--- config.mk ---
export PLATFORM = sky130hd
export DESIGN_NAME = laser_safety_ctrl
export DESIGN_NICKNAME = d
export VERILOG_FILES = /design/src/rtl/lsc_pkg.sv /design/src/rtl/lsc_sync.sv /design/src/rtl/lsc_tick_gen.sv /design/src/rtl/lsc_tick_timer.sv /design/src/rtl/laser_safety_ctrl.sv
export SDC_FILE = /design/constraint.sdc
export NUM_CORES = 1
export LEC_CHECK = 0
export ABC_AREA = 1
export BUFFER_PORTS_ARGS = -buffer_cell sky130_fd_sc_hd__buf_2
export CAP_MARGIN = 20
export CORE_AREA = 5 5 95 97
export DETAILED_ROUTE_END_ITERATION = 8
export DIE_AREA = 0 0 100 102
export HOLD_SLACK_MARGIN = 0.08
export MAX_ROUTING_LAYER = met4
export PLACE_DENSITY = 0.67
export REMOVE_ABC_BUFFERS = 1
export SLEW_MARGIN = 10
export SYNTH_ARGS = -nofsm -noshare
export SYNTH_HDL_FRONTEND = slang
export SYNTH_SLANG_ARGS = --single-unit
--- constraint.sdc ---
create_clock -name clk -period 3.94 [get_ports clk]
set_input_delay 0.394 -clock clk [delete_from_list [all_inputs] [get_ports clk]]
set_output_delay 0.394 -clock clk [all_outputs]
set_load 0.02 [all_outputs]
--- src/rtl/lsc_pkg.sv ---
package lsc_pkg;
  // Asynchronous pins brought into the clock domain together.
  typedef struct packed {
    logic supply_ok;
    logic hw_disable;
    logic fault_raw;
  } lsc_pins_t;

  // Safe values while synchronisers are in reset: supply bad, laser disabled.
  localparam lsc_pins_t PINS_SAFE = '{supply_ok: 1'b0, hw_disable: 1'b1, fault_raw: 1'b0};
endpackage

--- src/rtl/lsc_sync.sv ---
module lsc_sync #(
  parameter int unsigned STAGES = 2,
  parameter lsc_pkg::lsc_pins_t RST_VAL = lsc_pkg::PINS_SAFE
) (
  input  logic               clk,
  input  logic               rst,
  input  lsc_pkg::lsc_pins_t d,
  output lsc_pkg::lsc_pins_t q
);
  lsc_pkg::lsc_pins_t stage [STAGES];

  genvar g;
  generate
    for (g = 0; g < STAGES; g++) begin : g_stage
      always_ff @(posedge clk) begin
        if (rst) stage[g] <= RST_VAL;
        else if (g == 0) stage[g] <= d;
        else stage[g] <= stage[(g == 0) ? 0 : g - 1];
      end
    end
  endgenerate

  assign q = stage[STAGES-1];
endmodule

--- src/rtl/lsc_tick_gen.sv ---
module lsc_tick_gen #(
  parameter int unsigned CYC_PER_TICK = 100
) (
  input  logic clk,
  input  logic rst,
  output logic tick
);
  localparam int unsigned CW = (CYC_PER_TICK > 1) ? $clog2(CYC_PER_TICK) : 1;
  localparam logic [CW-1:0] LAST = CW'(CYC_PER_TICK - 1);

  logic [CW-1:0] cnt;

  always_ff @(posedge clk) begin
    if (rst) begin
      cnt  <= '0;
      tick <= 1'b0;
    end else begin
      tick <= (cnt == LAST);
      cnt  <= (cnt == LAST) ? '0 : cnt + 1'b1;
    end
  end
endmodule

--- src/rtl/lsc_tick_timer.sv ---
module lsc_tick_timer #(
  parameter int unsigned TICKS = 10
) (
  input  logic clk,
  input  logic rst,
  input  logic restart,
  input  logic run,
  input  logic tick,
  output logic done
);
  localparam int unsigned CW = $clog2(TICKS + 1);
  localparam logic [CW-1:0] TERM = CW'(TICKS);

  logic [CW-1:0] cnt;

  // Done after TICKS+1 ticks, so at least TICKS full tick periods elapse.
  always_ff @(posedge clk) begin
    if (rst || restart) begin
      cnt  <= '0;
      done <= 1'b0;
    end else if (run && tick && !done) begin
      if (cnt == TERM) done <= 1'b1;
      else cnt <= cnt + 1'b1;
    end
  end
endmodule

--- src/rtl/laser_safety_ctrl.sv ---
module laser_safety_ctrl #(
  parameter int unsigned CYC_PER_TICK = 100,
  parameter int unsigned POR_TICKS    = 140000,
  parameter int unsigned INIT_TICKS   = 300000,
  parameter int unsigned CLR_TICKS    = 10,
  parameter int unsigned SYNC_STAGES  = 2
) (
  input  logic clk,
  input  logic rst,
  input  logic supply_ok_i,
  input  logic hw_disable_i,
  input  logic soft_disable_i,
  input  logic fault_raw_i,
  output logic laser_en_o,
  output logic fault_o,
  output logic ready_o
);
  import lsc_pkg::*;

  lsc_pins_t pins_raw, pins_s;
  logic      tick;
  logic      hw_dis_d;
  logic      por_done, init_done, clr_armed;
  logic      clear_evt, fault_nxt;

  assign pins_raw = '{supply_ok: supply_ok_i, hw_disable: hw_disable_i, fault_raw: fault_raw_i};

  lsc_sync #(.STAGES(SYNC_STAGES), .RST_VAL(PINS_SAFE)) sync_i (
    .clk(clk), .rst(rst), .d(pins_raw), .q(pins_s)
  );

  lsc_tick_gen #(.CYC_PER_TICK(CYC_PER_TICK)) tick_i (
    .clk(clk), .rst(rst), .tick(tick)
  );

  // Power-on hold: restarts whenever the supply is bad.
  lsc_tick_timer #(.TICKS(POR_TICKS)) por_tmr_i (
    .clk(clk), .rst(rst), .restart(!pins_s.supply_ok), .run(1'b1),
    .tick(tick), .done(por_done)
  );

  // Initialisation window: runs after the hold, restarts on a fault clear.
  lsc_tick_timer #(.TICKS(INIT_TICKS)) init_tmr_i (
    .clk(clk), .rst(rst), .restart(!pins_s.supply_ok || clear_evt), .run(por_done),
    .tick(tick), .done(init_done)
  );

  // Disable-hold qualifier for clearing a latched fault.
  lsc_tick_timer #(.TICKS(CLR_TICKS)) clr_tmr_i (
    .clk(clk), .rst(rst), .restart(!pins_s.hw_disable), .run(1'b1),
    .tick(tick), .done(clr_armed)
  );

  always_ff @(posedge clk) begin
    if (rst) hw_dis_d <= 1'b1;
    else hw_dis_d <= pins_s.hw_disable;
  end

  // Falling edge of the synchronised disable after a long enough hold.
  assign clear_evt = hw_dis_d && !pins_s.hw_disable && clr_armed;

  // A present fault always wins over a clear.
  always_comb begin
    if (!pins_s.supply_ok) fault_nxt = 1'b0;
    else fault_nxt = pins_s.fault_raw || (fault_o && !clear_evt);
  end

  always_ff @(posedge clk) begin
    if (rst) begin
      fault_o    <= 1'b0;
      laser_en_o <= 1'b0;
      ready_o    <= 1'b0;
    end else begin
      fault_o    <= fault_nxt;
      laser_en_o <= pins_s.supply_ok && por_done && !pins_s.hw_disable
                    && !soft_disable_i && !fault_nxt;
      ready_o    <= pins_s.supply_ok && por_done && init_done && !fault_nxt;
    end
  end
endmodule

Word-level counts from Yosys, hierarchy flattened
Memory sizes are Yosys's and may differ from the RTL's.
Cells that the tools add are included.

word-level totals
  word-level logic and storage cells = 65
  memories = 1
  output and inout bits = 3
  input bits = 6
  bits in registers = 56
  RAM bits = 6

cells by class
  reduce and logical (&&, ||, !) cells = 33
  equality and inequality tests = 4
  bitwise gates (word level) = 5
  $add $sub $neg = 4
  muxes and demuxes = 6

memory list
  memory        words  bits a word  rd ports  clocked after Yosys merged registers in  wr ports  RTL line        text
  sync_i.stage  2      3            2         0                                        2         lsc_sync.sv:10  lsc_pkg::lsc_pins_t stage [STAGES];

operator list
  operator                                                          count
  19-bit by 1-bit adder with 19-bit output (second input constant)  1
  19-bit == test (second input constant)                            1
  18-bit by 1-bit adder with 18-bit output (second input constant)  1
  18-bit == test (second input constant)                            1
  1-bit logical AND                                                 13
  2-bit AND reduction                                               6
  1-bit zero test                                                   8
  7-bit by 1-bit adder with 7-bit output (second input constant)    1
  7-bit == test (second input constant)                             1
  3-bit two-way mux                                                 2
  1-bit logical OR                                                  5
  4-bit by 1-bit adder with 4-bit output (second input constant)    1
  4-bit == test (second input constant)                             1
  1-bit two-way mux                                                 4
  1-bit inverter                                                    3
  1-bit OR                                                          2
  2-bit OR reduction                                                1

Logic depth before layout (Yosys ltp)
An unclocked memory read counts as a cell.

  word-level depth = 10
  gate-level depth with buffers = 10

Modules after synthesis
A second synthesis with hierarchy kept.

second synthesis, totals
  cells, all modules = 512
  area, all modules = 3,550.9 um^2

by module, submodules not included
  module                        times used  seq. area each (um^2)  cells each  area each (um^2)
  lsc_tick_timer at init_tmr_i  1           400.4                  193         1,273.7
  lsc_tick_timer at por_tmr_i   1           380.4                  186         1,255.0
  lsc_tick_gen                  1           160.2                  52          386.6
  lsc_tick_timer at clr_tmr_i   1           100.1                  40          306.5
  lsc_sync                      1           120.1                  19          168.9
  laser_safety_ctrl             1           80.1                   22          160.2

Worst setup path before layout
Ideal clock, no wire load.

  path kind = flip-flop to flip-flop
  start = register init_tmr_i.cnt[0]
  end = register init_tmr_i.cnt[1]
  clock period less this slack = 1,414 ps
  buffers on the path = 1
  stages on the path, launching flop included = 11
  data arrival time = 1,299 ps
  library setup time = 116 ps
  path slack = 2,526 ps
  cell sequence = dfxtp_1 > inv_1 > ha_1 > nand3_1 > nor2_1 > nand2_4 > nand2_8 > inv_4 > buf_6 > nor2_1 > nor2_1

between the ends
  cells in the longest elaborated chain, start to end = 3
  elaborated cells between the ends (all ways) = 4
  those cells by class = 1 x add/sub; 1 x eq/ne; 1 x bitwise; 1 x reduce/logical

RTL lines
  item                                                                              RTL line              text
  start: declaration                                                                lsc_tick_timer.sv:14  logic [CW-1:0] cnt;
  start signal: assignment                                                          lsc_tick_timer.sv:23  else cnt <= cnt + 1'b1;
  branches (longest 3 deep; another with 19-bit by 1-bit adder with 19-bit output)  n/a

Several ways; the timed one is not identified.
A chain may end at the register's enable or synchronous reset.

Worst setup path in the final report
  start = register por_tmr_i.cnt[0]
  end = register por_tmr_i.cnt[7]

between the ends
  cells in the longest elaborated chain, start to end = 3
  elaborated cells between the ends (all ways) = 4
  those cells by class = 1 x add/sub; 1 x eq/ne; 1 x bitwise; 1 x reduce/logical

RTL lines
  item                                                                              RTL line
  start: declaration                                                                lsc_tick_timer.sv:14
  start signal: assignment                                                          lsc_tick_timer.sv:23
  branches (longest 3 deep; another with 18-bit by 1-bit adder with 18-bit output)  n/a

Several ways; the timed one is not identified.

==> metrics <==
count leader, synth=nand2_1; Total Wirelength=6564 um; initial drt markers=between 150 and 200; worst rel slew slack=between 40% and 50%; Multi-input gate area=0.001798 mm^2; first-pass GRT wire length=approximately 12000 um; global placer's final weighted congestion=0.9010; die width=around 100 um; Max Cap Viol=0; P&R area growth vs syn=9.803%; synth unique cells=35; FF-to-FF Start=por_tmr_i.cnt[0]; CP Class=reg -> reg; Final Max Slew Viols=0; number of flops mapped to enable cells by yosys=0; antenna violations before repair=0; vias after detailed routing=2987; number of global-route vias before repair=between 2000 and 3000; power per cell area=340.4 mW/mm^2; IO Count=9; Synth Flop Type=dfxtp_1; # fillers=between 800 and 900; Hold Fails Final Rpt=0; post-CTS setup buffer count=0; GRT Residual Overflow=0; Resized cells post-CTS=0; total CTS buffers=9; Logic pwr share=1.7%; setup TNS=0 ps; cts hold-fix bufs=0; crit path capture type=flip-flop; FMAX=around 0.49 GHz; sequential area share after synthesis=37.69%; GR Util All Layers=between 10% and 20%; Site Rows=33; worst setup margin=approximately 1900 ps; outcome=completed; pre-CTS setup slack=1925 ps; CP Launch Point=por_tmr_i.cnt[0]; Pint=between 900 and 1000 uW; Worst Min Path Start=soft_disable_i; clock-pin slew on the worst setup and hold paths=roughly 70 ps; Worst Skew=7.302 ps; Synth top cells by count=nand2_1, nor2_1, dfxtp_1; Starting Density=between 40% and 50%; Sink Count=slightly above 60; H-tree depth=3; Synth async-reset ratio=0%; Post-Syn Area=roughly 0.0033 mm^2; core area=roughly 0.0081 mm^2; flops & latches, synth=just over 60; crit-path max FO=14; share of the synthesized area in the top cell type=between 30 and 40%; largest net degree at the start of global routing=20; synth warn=0; Peak VDD IR=between 0.3 and 0.4 mV; critical path launch point type=flip-flop; Tcrit/Tclk final=51.90%; Die ar.=approximately 0.01 mm^2; ratio of cells with drive above 1 in the final layout=about a tenth; drt drc=0; Routed WL per cell=10.78 um; worst skew pair latency=~340 ps; TritonCTS clock tree=done; Syn Area/Cell=between 6 and 7 um^2; Clock Power Share=46.7%; input/output buffers=8; DP Wirelength=4735 um; TritonRoute pass-1 iters=5; Syn Inst Count=489; largest cells by area after synthesis=dfxtp_1, nand2_1, nor2_1; RSZ-0062 raised after global routing=no; register area=between 0.001 and 0.0015 mm^2; Net Switching=between 200 and 300 uW; sequential share of power=about half; Lkg Pwr=~0.0013 uW; Final #Nets=a little over 500; Final setup viols=0; Die H=between 100 and 150 um; Synth area leader=dfxtp_1; HP Class=in -> reg; Net Sw Frac=~23%; Arr. time, crit path=between 2000 and 2500 ps; Final ANT Viol Nets=0; # diodes=0; critical path required time=4210 ps; vias per cell=between 4 and 5; Worst-Margin Slew=~850 ps; Clock Root Buffer=clkbuf_8; Tmin final=2045 ps; Clock Path Buffers=2
final timing paths:
check | to | slack [ps] | cells past startpoint
setup / recovery | por_tmr_i.cnt[7] | 1900 | 9
hold reg to reg | sync_i.stage[1][1] | 410 | 1
hold / removal | laser_en_o | 220 | 2
setup reg to reg | por_tmr_i.cnt[7] | 1900 | 9
sequential cells by signal, summed over array words and instances, names as in the netlist, 4 cells and up:
signal / flops
init_tmr_i.cnt: 19
clr_tmr_i.cnt: 4
por_tmr_i.cnt: 18
sync_i.stage: 6
tick_i.cnt: 7
metal layers:
layer / up-vias / global-route usage (%) / part of all wire, %
met3: 5 / 3.481 / 3.5
li1: 1565 / - / -
met4: 0 / 4.249 / 0.81
met2: 59 / 23.14 / 47
met1: 1358 / 17.82 / 49
met5: - / - / 0
layout by cell type, fill, tap and decap left out, drive strengths merged:
master,n
nor3,5
nand2,143
xor2,11
or3,1
nand4,11
dfxtp,62
o31ai,1
ha,7
or2,2
o21a,2
inv,52
nand3,33
xnor2,9
clkbuf,10
a21oi,36
nor2,87
buf,8
nor3b,1
nand3b,3
o21ai,9
a21o,1
clkinv,2
bufinv,1
and2,3
clkinvlp,3
nor4,1
power by group through the flow:
stage,clock network (uW),registers [uW],logic [uW]
floorplan,0,649,13.7
global placement,0,650,20.3
detailed placement,0,650,21.3
CTS,593,635,21.4
global route,621,636,24.8
finish,574,635,21.1
per-stage QoR:
stage | utilization [%] | cells | cell area (um^2) | power (uW) | hold WS [ps]
global placement | 42.33 | 593 | 3408 | 669.9 | 389.6
global route | 44.91 | 609 | 3616 | 1282 | 205.1
floorplan | - | 480 | 3237 | 662.9 | 388.3
detailed placement | 42.33 | 593 | 3408 | 671.2 | 397.4
finish | 44.91 | 609 | 3616 | 1231 | 217.6
CTS | 44.91 | 609 | 3616 | 1249 | 209.1
logic make-up after synthesis:
kind of cell,synth area share (%)
buffers and inverters,7.713
AO/OA/AOI/OAI,8.890
AND/OR/NAND/NOR,37.73
flip-flops,37.69
XOR/XNOR,5.319
adder cells (fa/ha/maj),2.659
final cells by class:
type                       count  share of cell area [%]
sequential                    62                   34.33
tap                          105                   3.633
clock inverter                 6                   1.938
timing repair buffer           8                   1.107
inverter                      52                   5.467
multi-input combinational    366                   49.72
clock buffer                  10                   3.806
critical path: stages, from the launching register on:
cell and delay [ps]:
dfxtp_1 400, inv_1 90, ha_1 200, nand2_1 60, nor2_1 40, nand3_1 410
nand2_2 310, inv_2 260, nand2_1 90, a21oi_1 120
Power figures use the tool's default switching activity.
